--- src/rtl/lcdw_pkg.sv ---
package lcdw_pkg;

  typedef logic [1:0] lvl_t;

  localparam lvl_t LV0 = 2'd0;
  localparam lvl_t LV1 = 2'd1;
  localparam lvl_t LV2 = 2'd2;
  localparam lvl_t LV3 = 2'd3;

  typedef enum logic {
    WAVE_A = 1'b0,
    WAVE_B = 1'b1
  } wave_t;

  // level for a common line
  function automatic lvl_t com_drive(input logic active, input logic neg);
    if (active) return neg ? LV0 : LV3;
    return neg ? LV2 : LV1;
  endfunction

  // level for a segment line
  function automatic lvl_t seg_drive(input logic dark, input logic neg);
    if (dark) return neg ? LV3 : LV0;
    return neg ? LV1 : LV2;
  endfunction

  // which half-cycle polarity applies
  function automatic logic phase_neg(input wave_t w, input logic half, input logic par);
    return (w == WAVE_A) ? half : par;
  endfunction

endpackage

--- src/rtl/lcdw_clkdiv.sv ---
module lcdw_clkdiv #(
  parameter int BASE_DIV = 8192,
  parameter int PRE_W    = 4
) (
  input  logic             clk,
  input  logic             rst_n,
  input  logic             en,
  input  logic [PRE_W-1:0] presc,
  output logic             base_tick,
  output logic             step_tick
);

  localparam int BW = (BASE_DIV > 2) ? $clog2(BASE_DIV) : 1;
  localparam logic [BW-1:0] BASE_LAST = BW'(BASE_DIV - 1);

  logic [BW-1:0]    base_cnt;
  logic [PRE_W-1:0] pre_cnt;

  assign base_tick = en && (base_cnt == BASE_LAST);
  assign step_tick = base_tick && (pre_cnt >= presc);

  always_ff @(posedge clk or negedge rst_n) begin
    if (!rst_n) begin
      base_cnt <= '0;
      pre_cnt  <= '0;
    end else if (!en) begin
      base_cnt <= '0;
      pre_cnt  <= '0;
    end else begin
      base_cnt <= base_tick ? '0 : base_cnt + 1'b1;
      if (base_tick) pre_cnt <= step_tick ? '0 : pre_cnt + 1'b1;
    end
  end


  base_gap_chk: assert property (@(posedge clk) disable iff (!rst_n)
    base_tick |=> !base_tick)
    else $error("base tick repeated on consecutive clocks");


  pre_restart_chk: assert property (@(posedge clk) disable iff (!rst_n)
    step_tick |=> (pre_cnt == '0))
    else $error("prescaler did not restart after a step");

endmodule

--- src/rtl/lcdw_seq.sv ---
module lcdw_seq #(
  parameter int NUM_COM = 4
) (
  input  logic                               clk,
  input  logic                               rst_n,
  input  logic                               en,
  input  logic                               step_tick,
  input  lcdw_pkg::wave_t                    wave_sel,
  output logic [$clog2(NUM_COM)-1:0]         com_idx,
  output logic                               neg,
  output logic                               frame_load
);
  import lcdw_pkg::*;

  localparam int CW = $clog2(NUM_COM);
  localparam logic [CW-1:0] COM_LAST = CW'(NUM_COM - 1);

  logic half;
  logic frame_par;
  logic last_step;

  assign last_step  = step_tick && half && (com_idx == COM_LAST);
  assign frame_load = !en || last_step;
  assign neg        = en && phase_neg(wave_sel, half, frame_par);

  always_ff @(posedge clk or negedge rst_n) begin
    if (!rst_n) begin
      half      <= 1'b0;
      frame_par <= 1'b0;
      com_idx   <= '0;
    end else if (!en) begin
      half      <= 1'b0;
      frame_par <= 1'b0;
      com_idx   <= '0;
    end else if (step_tick) begin
      half <= ~half;
      if (half) com_idx <= (com_idx == COM_LAST) ? '0 : com_idx + 1'b1;
      if (last_step) frame_par <= ~frame_par;
    end
  end


  idle_restart_chk: assert property (@(posedge clk) disable iff (!rst_n)
    !en |=> (com_idx == '0 && !neg))
    else $error("scan not restarted while disabled");


  com_hold_chk: assert property (@(posedge clk) disable iff (!rst_n)
    (en && !step_tick) |=> (!en || $stable(com_idx)))
    else $error("common advanced without a step");


  typea_flip_chk: assert property (@(posedge clk) disable iff (!rst_n)
    (en && wave_sel == WAVE_A && step_tick) |=> (!en || wave_sel != WAVE_A || neg != $past(neg)))
    else $error("type A phase did not flip on a step");


  typeb_hold_chk: assert property (@(posedge clk) disable iff (!rst_n)
    (en && wave_sel == WAVE_B && !last_step) |=> (!en || wave_sel != WAVE_B || $stable(neg)))
    else $error("type B phase changed inside a frame");

endmodule

--- src/rtl/lcdw_drive.sv ---
module lcdw_drive #(
  parameter int NUM_COM = 4,
  parameter int NUM_SEG = 8
) (
  input  logic                       clk,
  input  logic                       rst_n,
  input  logic                       en,
  input  logic                       frame_load,
  input  logic [NUM_COM*NUM_SEG-1:0] pix_data,
  input  logic [$clog2(NUM_COM)-1:0] com_idx,
  input  logic                       neg,
  output logic [2*NUM_COM-1:0]       com_lvl,
  output logic [2*NUM_SEG-1:0]       seg_lvl
);
  import lcdw_pkg::*;

  logic [NUM_COM*NUM_SEG-1:0] pix_q;
  logic [NUM_SEG-1:0]         row;
  logic [NUM_COM-1:0]         com_ext;

  always_ff @(posedge clk or negedge rst_n) begin
    if (!rst_n)          pix_q <= '0;
    else if (frame_load) pix_q <= pix_data;
  end

  assign row = pix_q[int'(com_idx)*NUM_SEG +: NUM_SEG];

  for (genvar c = 0; c < NUM_COM; c++) begin : g_com
    assign com_lvl[2*c +: 2] = en ? com_drive(com_idx == c, neg) : LV0;
    assign com_ext[c] = (com_lvl[2*c +: 2] == LV0) || (com_lvl[2*c +: 2] == LV3);
  end

  for (genvar s = 0; s < NUM_SEG; s++) begin : g_seg
    assign seg_lvl[2*s +: 2] = en ? seg_drive(row[s], neg) : LV0;
  end


  latch_hold_chk: assert property (@(posedge clk) disable iff (!rst_n)
    (en && !frame_load) |=> $stable(pix_q))
    else $error("pixel copy changed mid-frame");


  one_active_chk: assert property (@(posedge clk) disable iff (!rst_n)
    en |-> ($countones(com_ext) == 1))
    else $error("not exactly one common at an outer level");


  idle_out_chk: assert property (@(posedge clk) disable iff (!rst_n)
    !en |-> (com_lvl == '0 && seg_lvl == '0))
    else $error("outputs not at V0 while disabled");

endmodule

--- src/rtl/lcdw_top.sv ---
module lcdw_top #(
  parameter int NUM_COM  = 4,
  parameter int NUM_SEG  = 8,
  parameter int BASE_DIV = 8192,
  parameter int PRE_W    = 4
) (
  input  logic                       clk,
  input  logic                       rst_n,
  input  logic                       en,
  input  logic                       wave_sel,
  input  logic [PRE_W-1:0]           presc,
  input  logic [NUM_COM*NUM_SEG-1:0] pix_data,
  output logic [2*NUM_COM-1:0]       com_lvl,
  output logic [2*NUM_SEG-1:0]       seg_lvl
);
  import lcdw_pkg::*;

  localparam int CW = $clog2(NUM_COM);

  logic          base_tick;
  logic          step_tick;
  logic          frame_load;
  logic          neg;
  logic [CW-1:0] com_idx;
  wave_t         wave;

  assign wave = wave_t'(wave_sel);

  lcdw_clkdiv #(.BASE_DIV(BASE_DIV), .PRE_W(PRE_W)) u_div (
    .clk(clk), .rst_n(rst_n), .en(en), .presc(presc),
    .base_tick(base_tick), .step_tick(step_tick)
  );

  lcdw_seq #(.NUM_COM(NUM_COM)) u_seq (
    .clk(clk), .rst_n(rst_n), .en(en), .step_tick(step_tick),
    .wave_sel(wave), .com_idx(com_idx), .neg(neg), .frame_load(frame_load)
  );

  lcdw_drive #(.NUM_COM(NUM_COM), .NUM_SEG(NUM_SEG)) u_drv (
    .clk(clk), .rst_n(rst_n), .en(en), .frame_load(frame_load),
    .pix_data(pix_data), .com_idx(com_idx), .neg(neg),
    .com_lvl(com_lvl), .seg_lvl(seg_lvl)
  );


  step_on_base_chk: assert property (@(posedge clk) disable iff (!rst_n)
    step_tick |-> base_tick)
    else $error("step without a base tick");

endmodule

--- config.mk ---
export PLATFORM = sky130hd
export DESIGN_NAME = lcdw_top
export DESIGN_NICKNAME = d
export VERILOG_FILES = /design/src/rtl/lcdw_pkg.sv /design/src/rtl/lcdw_clkdiv.sv /design/src/rtl/lcdw_seq.sv /design/src/rtl/lcdw_drive.sv /design/src/rtl/lcdw_top.sv
export SDC_FILE = /design/constraint.sdc
export NUM_CORES = 1
export LEC_CHECK = 0
export ABC_AREA = 1
export CAP_MARGIN = 20
export CORE_UTILIZATION = 25
export DETAILED_ROUTE_END_ITERATION = 6
export PLACE_DENSITY_LB_ADDON = 0.05
export SETUP_SLACK_MARGIN = 0.05
export SYNTH_ARGS = -nofsm -noshare
export SYNTH_HDL_FRONTEND = slang
export SYNTH_SLANG_ARGS = --single-unit
--- constraint.sdc ---
create_clock -name clk -period 1.7 [get_ports clk]
set_clock_uncertainty 0.1 [all_clocks]
set_input_delay 0.425 -clock clk [delete_from_list [all_inputs] [get_ports clk]]
set_output_delay 0.425 -clock clk [all_outputs]
set_load 0.05 [all_outputs]
-- Word level (Yosys, flattened, before mapping)
Cells that the tools add are included.
- bits in registers: 53
- input port bits: 40
- output and inout bits: 24
- word-level logic and storage cells: 98
- bitwise operators: 2
- equal/unequal tests: 8
- reductions and logical operators: 10
- muxes and demuxes: 67
- $add $sub $neg: 3
- magnitude comparators: 1
- shift operators: 1
- operator list (kind ; number):
    2-to-1 mux 2 bit ; 44
    variable part select 32 x 6 -> 8 bit ; 1
    2-to-1 mux 13 bit ; 2
    2-to-1 mux 1 bit ; 18
    adder 13 x 1 -> 13 bit, second input constant ; 1
    == test 13 bit, second input constant ; 1
    2-to-1 mux 4 bit ; 3
    != test 2 x 1 -> 1 bit, second input constant ; 4
    logical AND 1 bit ; 5
    adder 4 x 1 -> 4 bit, second input constant ; 1
    == test 2 bit, second input constant ; 2
    greater-or-equal comparator 4 bit ; 1
    AND reduction 2 bit ; 2
    adder 2 x 1 -> 2 bit, second input constant ; 1
    == test 2 x 1 -> 1 bit, second input constant ; 1
    zero test 2 bit ; 1
    NOT 1 bit ; 2
    zero test 1 bit ; 1
    logical OR 1 bit ; 1

-- Longest topological paths before layout
- depth in word-level cells: 8
- mapped depth: 12
- mapped depth without buffers: 11

-- By module
Synthesis repeated with hierarchy kept, for this count alone.
- cell total of the unflattened synthesis: 368
- area, all modules: 3216.8 sq um
- by module, submodules not included (module ; area each (sq um) ; cells each ; sequential area each (sq um) ; times used):
    lcdw_drive ; 1928.1 ; 202 ; 800.8 ; 1
    lcdw_clkdiv ; 1059.8 ; 137 ; 425.4 ; 1
    lcdw_seq ; 229.0 ; 29 ; 100.1 ; 1

-- Least setup slack after synthesis
OpenSTA, ideal clock, no wires.
- path kind: input-to-output
- from: input en
- to: output seg_lvl[1]
- stages on the path: 6
- path slack: -0.955 ns
- path buffers: 2
- data arrival time: 2.130 ns
- required time: 1.175 ns
- cells stage by stage: buf_4 -> inv_4 -> nor2_1 -> clkbuf_1 -> nand2_1 -> o21ai_0
- cells in the longest elaborated chain, start to end: 5
- elaborated cells between the ends (all ways): 6
- classes of those cells: mux (5); reduce/logical (1)
- ends and longest elaborated chain (item ; RTL line ; RTL):
    from (decl) ; lcdw_top.sv:9 ; input logic en,
    logical AND 1 bit ; lcdw_seq.sv:24 ; assign neg = en && phase_neg(wave_sel, half, frame_par);
    2-to-1 mux 2 bit (2 in a row) ; lcdw_pkg.sv:23 ; if (dark) return neg ? LV3 : LV0;
    2-to-1 mux 2 bit ; lcdw_pkg.sv:24 ; return neg ? LV1 : LV2;
    2-to-1 mux 2 bit * ; lcdw_drive.sv:34 ; assign seg_lvl[2*s +: 2] = en ? seg_drive(row[s], neg) : LV0;
    to (decl) ; lcdw_top.sv:14 ; output logic [2*NUM_SEG-1:0] seg_lvl
Every way passes the cells marked *; elsewhere a longest branch is shown, timed or not. The select of a mux whose other input is x is not followed.

-- Worst setup path after layout
- from: register u_seq.com_idx[0]
- to: output seg_lvl[1]
- cells in the longest elaborated chain, start to end: 4
- ends and longest elaborated chain (item ; RTL line ; RTL):
    from (decl) ; lcdw_seq.sv:9 ; output logic [$clog2(NUM_COM)-1:0] com_idx,
    from (signal assigned) ; lcdw_seq.sv:37 ; if (half) com_idx <= (com_idx == COM_LAST) ? '0 : com_idx + 1'b1;
    variable part select 32 x 6 -> 8 bit ; lcdw_drive.sv:26 ; assign row = pix_q[int'(com_idx)*NUM_SEG +: NUM_SEG];
    2-to-1 mux 1 bit ; lcdw_pkg.sv:23 ;
    2-to-1 mux 2 bit ; lcdw_pkg.sv:24 ;
    2-to-1 mux 2 bit ; lcdw_drive.sv:34 ;
Every way passes these cells.

==> impl_metrics.ini <==
[timing]
maxClockFrequency_mhz = 452
holdWs_ps = 12.3
slew_violations = 0
period_minus_slack_ps = 2210
min_period_over_period_pct = 130
worstMarginPinSlew_ps = 308
finalHoldViolations = 0
relSlewSlack_pct = 79.4
rsz0062_at_grt = true
timing.final.ws_setup_ps = -513
setup_viol = 61

[floorplanning]
dieArea_sq_um = 12800
die_h_microns = 113
core_area_sq_um = 12000
io_pins = 64
start_util_pct = 25.6
std_cell_rows = 40
chipWidth_microns = 113

[final_layout]
layoutNonFillerInstCount = 663
final_nets = 565
areaGrowthSynthToFinish_pct = 78.9
num_antenna_cells = 0
drive_gt1_share_pct = 44.4

[setup_path]
cp_num_buf_inv = 3
worstSetupPathType = flip-flop to output port
crit_fanout = 5
crit_family = buffers and inverters
r2r_cells = 10
crit_chain = clkinvlp_4 > buf_6 > nor2_4 > o22a_1 > nand2_1 > o21ai_2 > buf_12
cp.arrival_ps = 1690
rrSetupSlack_ps = -150
path_depth = 7
cp_slowest_cell = dfrtp_2
crit_path_start_kind = flip-flop
slowest_delay_ps = 490
crit_required_ps = 1170
cp-end-kind = output port

[pwr]
power_uw = 6400
cellLeakagePower_uw = 0.00254
peakVddDrop_mv = 0.827
powerDensity_nw_per_um2 = 1160

[detailed_routing]
first_iter_violations = 93
drtPass1Iterations = 4
vias = 3101
wl_per_cell_microns = 15.5
ant_nets = 0
routed_wl_mm = 10.2
vias_per_cell = 4.68
detail_route.drc_violations = 0

[cts]
path_clk_slew_ps = 70
numCtsBuffers = 5
worstSkewPairLatency_ps = 290
cts.sinks = 53
cts_root_buffer = clkbuf_16
htreeDepth = 2
cts_tree = done
cts_buffer_depth = 2

[yosys]
synthDominantCellAreaShare_pct = 43.1
yosys-top-cells-area = dfrtp_1, nand2_1, nand4_1
synth_commonest_cells = nand2_1, dfrtp_1, nor2_1
seq_area_frac_synth_pct = 43.1
yosys_warnings = 0
ys_ff_latch = 53
yosysMostFrequentCell = nand2_1
ys_async_sr_fraction_pct = 100
ys.flop_type = dfrtp_1
synth-edff-count = 0
avgSynthCellArea_sq_um = 7.62
synth.largest_area_cell = dfrtp_1
synth_nets = 454
synth_cell_type_count = 26
netlist_area_sq_um = 3080
netlist_instances = 404

[place]
portBuffers = 63
hpwl_mm = 6.40
place_congestion = 0.761
place_inst = 626

[global_route]
grt_pass1_wl_mm = 15.8
antenna_found_initial = 0
grt_usage_pct = 16.1
grt_max_degree = 54
overflow = 0
grt_pass1_vias = 3056

[min_path]
hold_class = input pin to asynchronous set/reset pin

[job]
maxCapViolCount = 0

[run_status]
status = complete, but fails checks
violations = setup timing
-- where the power goes --
part / internal, uW / switching (uW) / total (uW) / leakage (uW)
sequential: 1460 / 217 / 1670 / 0.000680
clock: 550 / 497 / 1050 / 0.0000702
combinational: 1770 / 1910 / 3690 / 0.00179
total: 3780 / 2620 / 6400 / 0.00254
-- worst reg2reg max path, cell delays in order (launching register included) --
cell and delay (ps):
dfrtp_1 420, ha_4 240, nand2_2 70, inv_2 40
nor3_4 270, nand2_8 110, nand3_4 130, buf_12 160
clkbuf_16 160, nand2_1 50, nand2_1 50
-- area by class of cell --
cell class | count | area [sq um]
Fill cell | 1200 | 6500
Multi-Input combinational cell | 286 | 1950
Timing Repair Buffer | 133 | 1750
Sequential cell | 53 | 1330
Tap cell | 147 | 184
Inverter | 35 | 145
Clock buffer | 5 | 125
Clock inverter | 3 | 21.3
Timing Repair inverter | 1 | 7.51
-- per-stage QoR --
stage	setup TNS [ps]	utilization (%)	setup slack (ps)	instance area, sq um
5_1_grt	-20620	45.9	-610	5510
6_report	-15650	45.9	-513	5510
4_1_cts	-13790	41.5	-500	4990
2_1_floorplan	-4020	-	-291	3270
3_5_place_dp	-35970	36.9	-711	4430
3_3_place_gp	-35490	36.9	-699	4430
-- state kept, by name, summed over array words and instances (netlist names) --
signal and cells:
u_div.pre_cnt 4, u_div.base_cnt 13, u_seq.frame_par 1, u_seq.half 1, u_drv.pix_q 32, u_seq.com_idx 2
-- repair_timing --
item                                   4_1_cts  5_1_grt
endpoints found under the hold margin        0        0
gates resized for setup                     70      117
gates cloned                                 6        5
setup endpoints to repair                   63       69
pin swaps                                   28       45
hold buffers                                 0        0
buffers inserted                            15       11
-- path summary, 6_finish.rpt --
| path | endpoint | startpoint |
|---|---|---|
| worst min register to register | u_drv.pix_q[9] | u_drv.pix_q[9] |
| worst max-delay path | seg_lvl[1] | u_seq.com_idx[0] |
| min in group clk | u_drv.pix_q[9] | u_drv.pix_q[9] |
| max in group asynchronous | u_seq.com_idx[0] | rst_n |
| worst max register to register | u_drv.pix_q[15] | u_div.pre_cnt[3] |
| worst min-delay path | u_drv.pix_q[23] | rst_n |
-- cell usage in the layout, fill, tap and decap left out, types with 14 or more instances in the layout --
cell type and count:
inv_2 14, nand2_1 77, buf_4 37, buf_12 38, inv_1 17, dfrtp_1 51, nand4_1 37, clkdlybuf4s50_1 32
nand2_2 32, nand2_4 20, nor2_1 21
-- per-layer routing --
layer | part of all wire [%] | global-route usage (%)
met5 | 0 | 0
met1 | 50 | 23.0
met4 | 1.7 | 4.56
met3 | 4.2 | 2.68
met2 | 44 | 25.0
-- cell families after synthesis --
logic type	share of synthesized area, %
adders and majority gates	4.06
DFF	43.1
buffers and inverters	11.4
xor gates and xnor gates	0.853
AOI/OAI and AO/OA	8.04
and+or+nand+nor	32.6
Note: power is estimated with default switching activity, not from simulation.
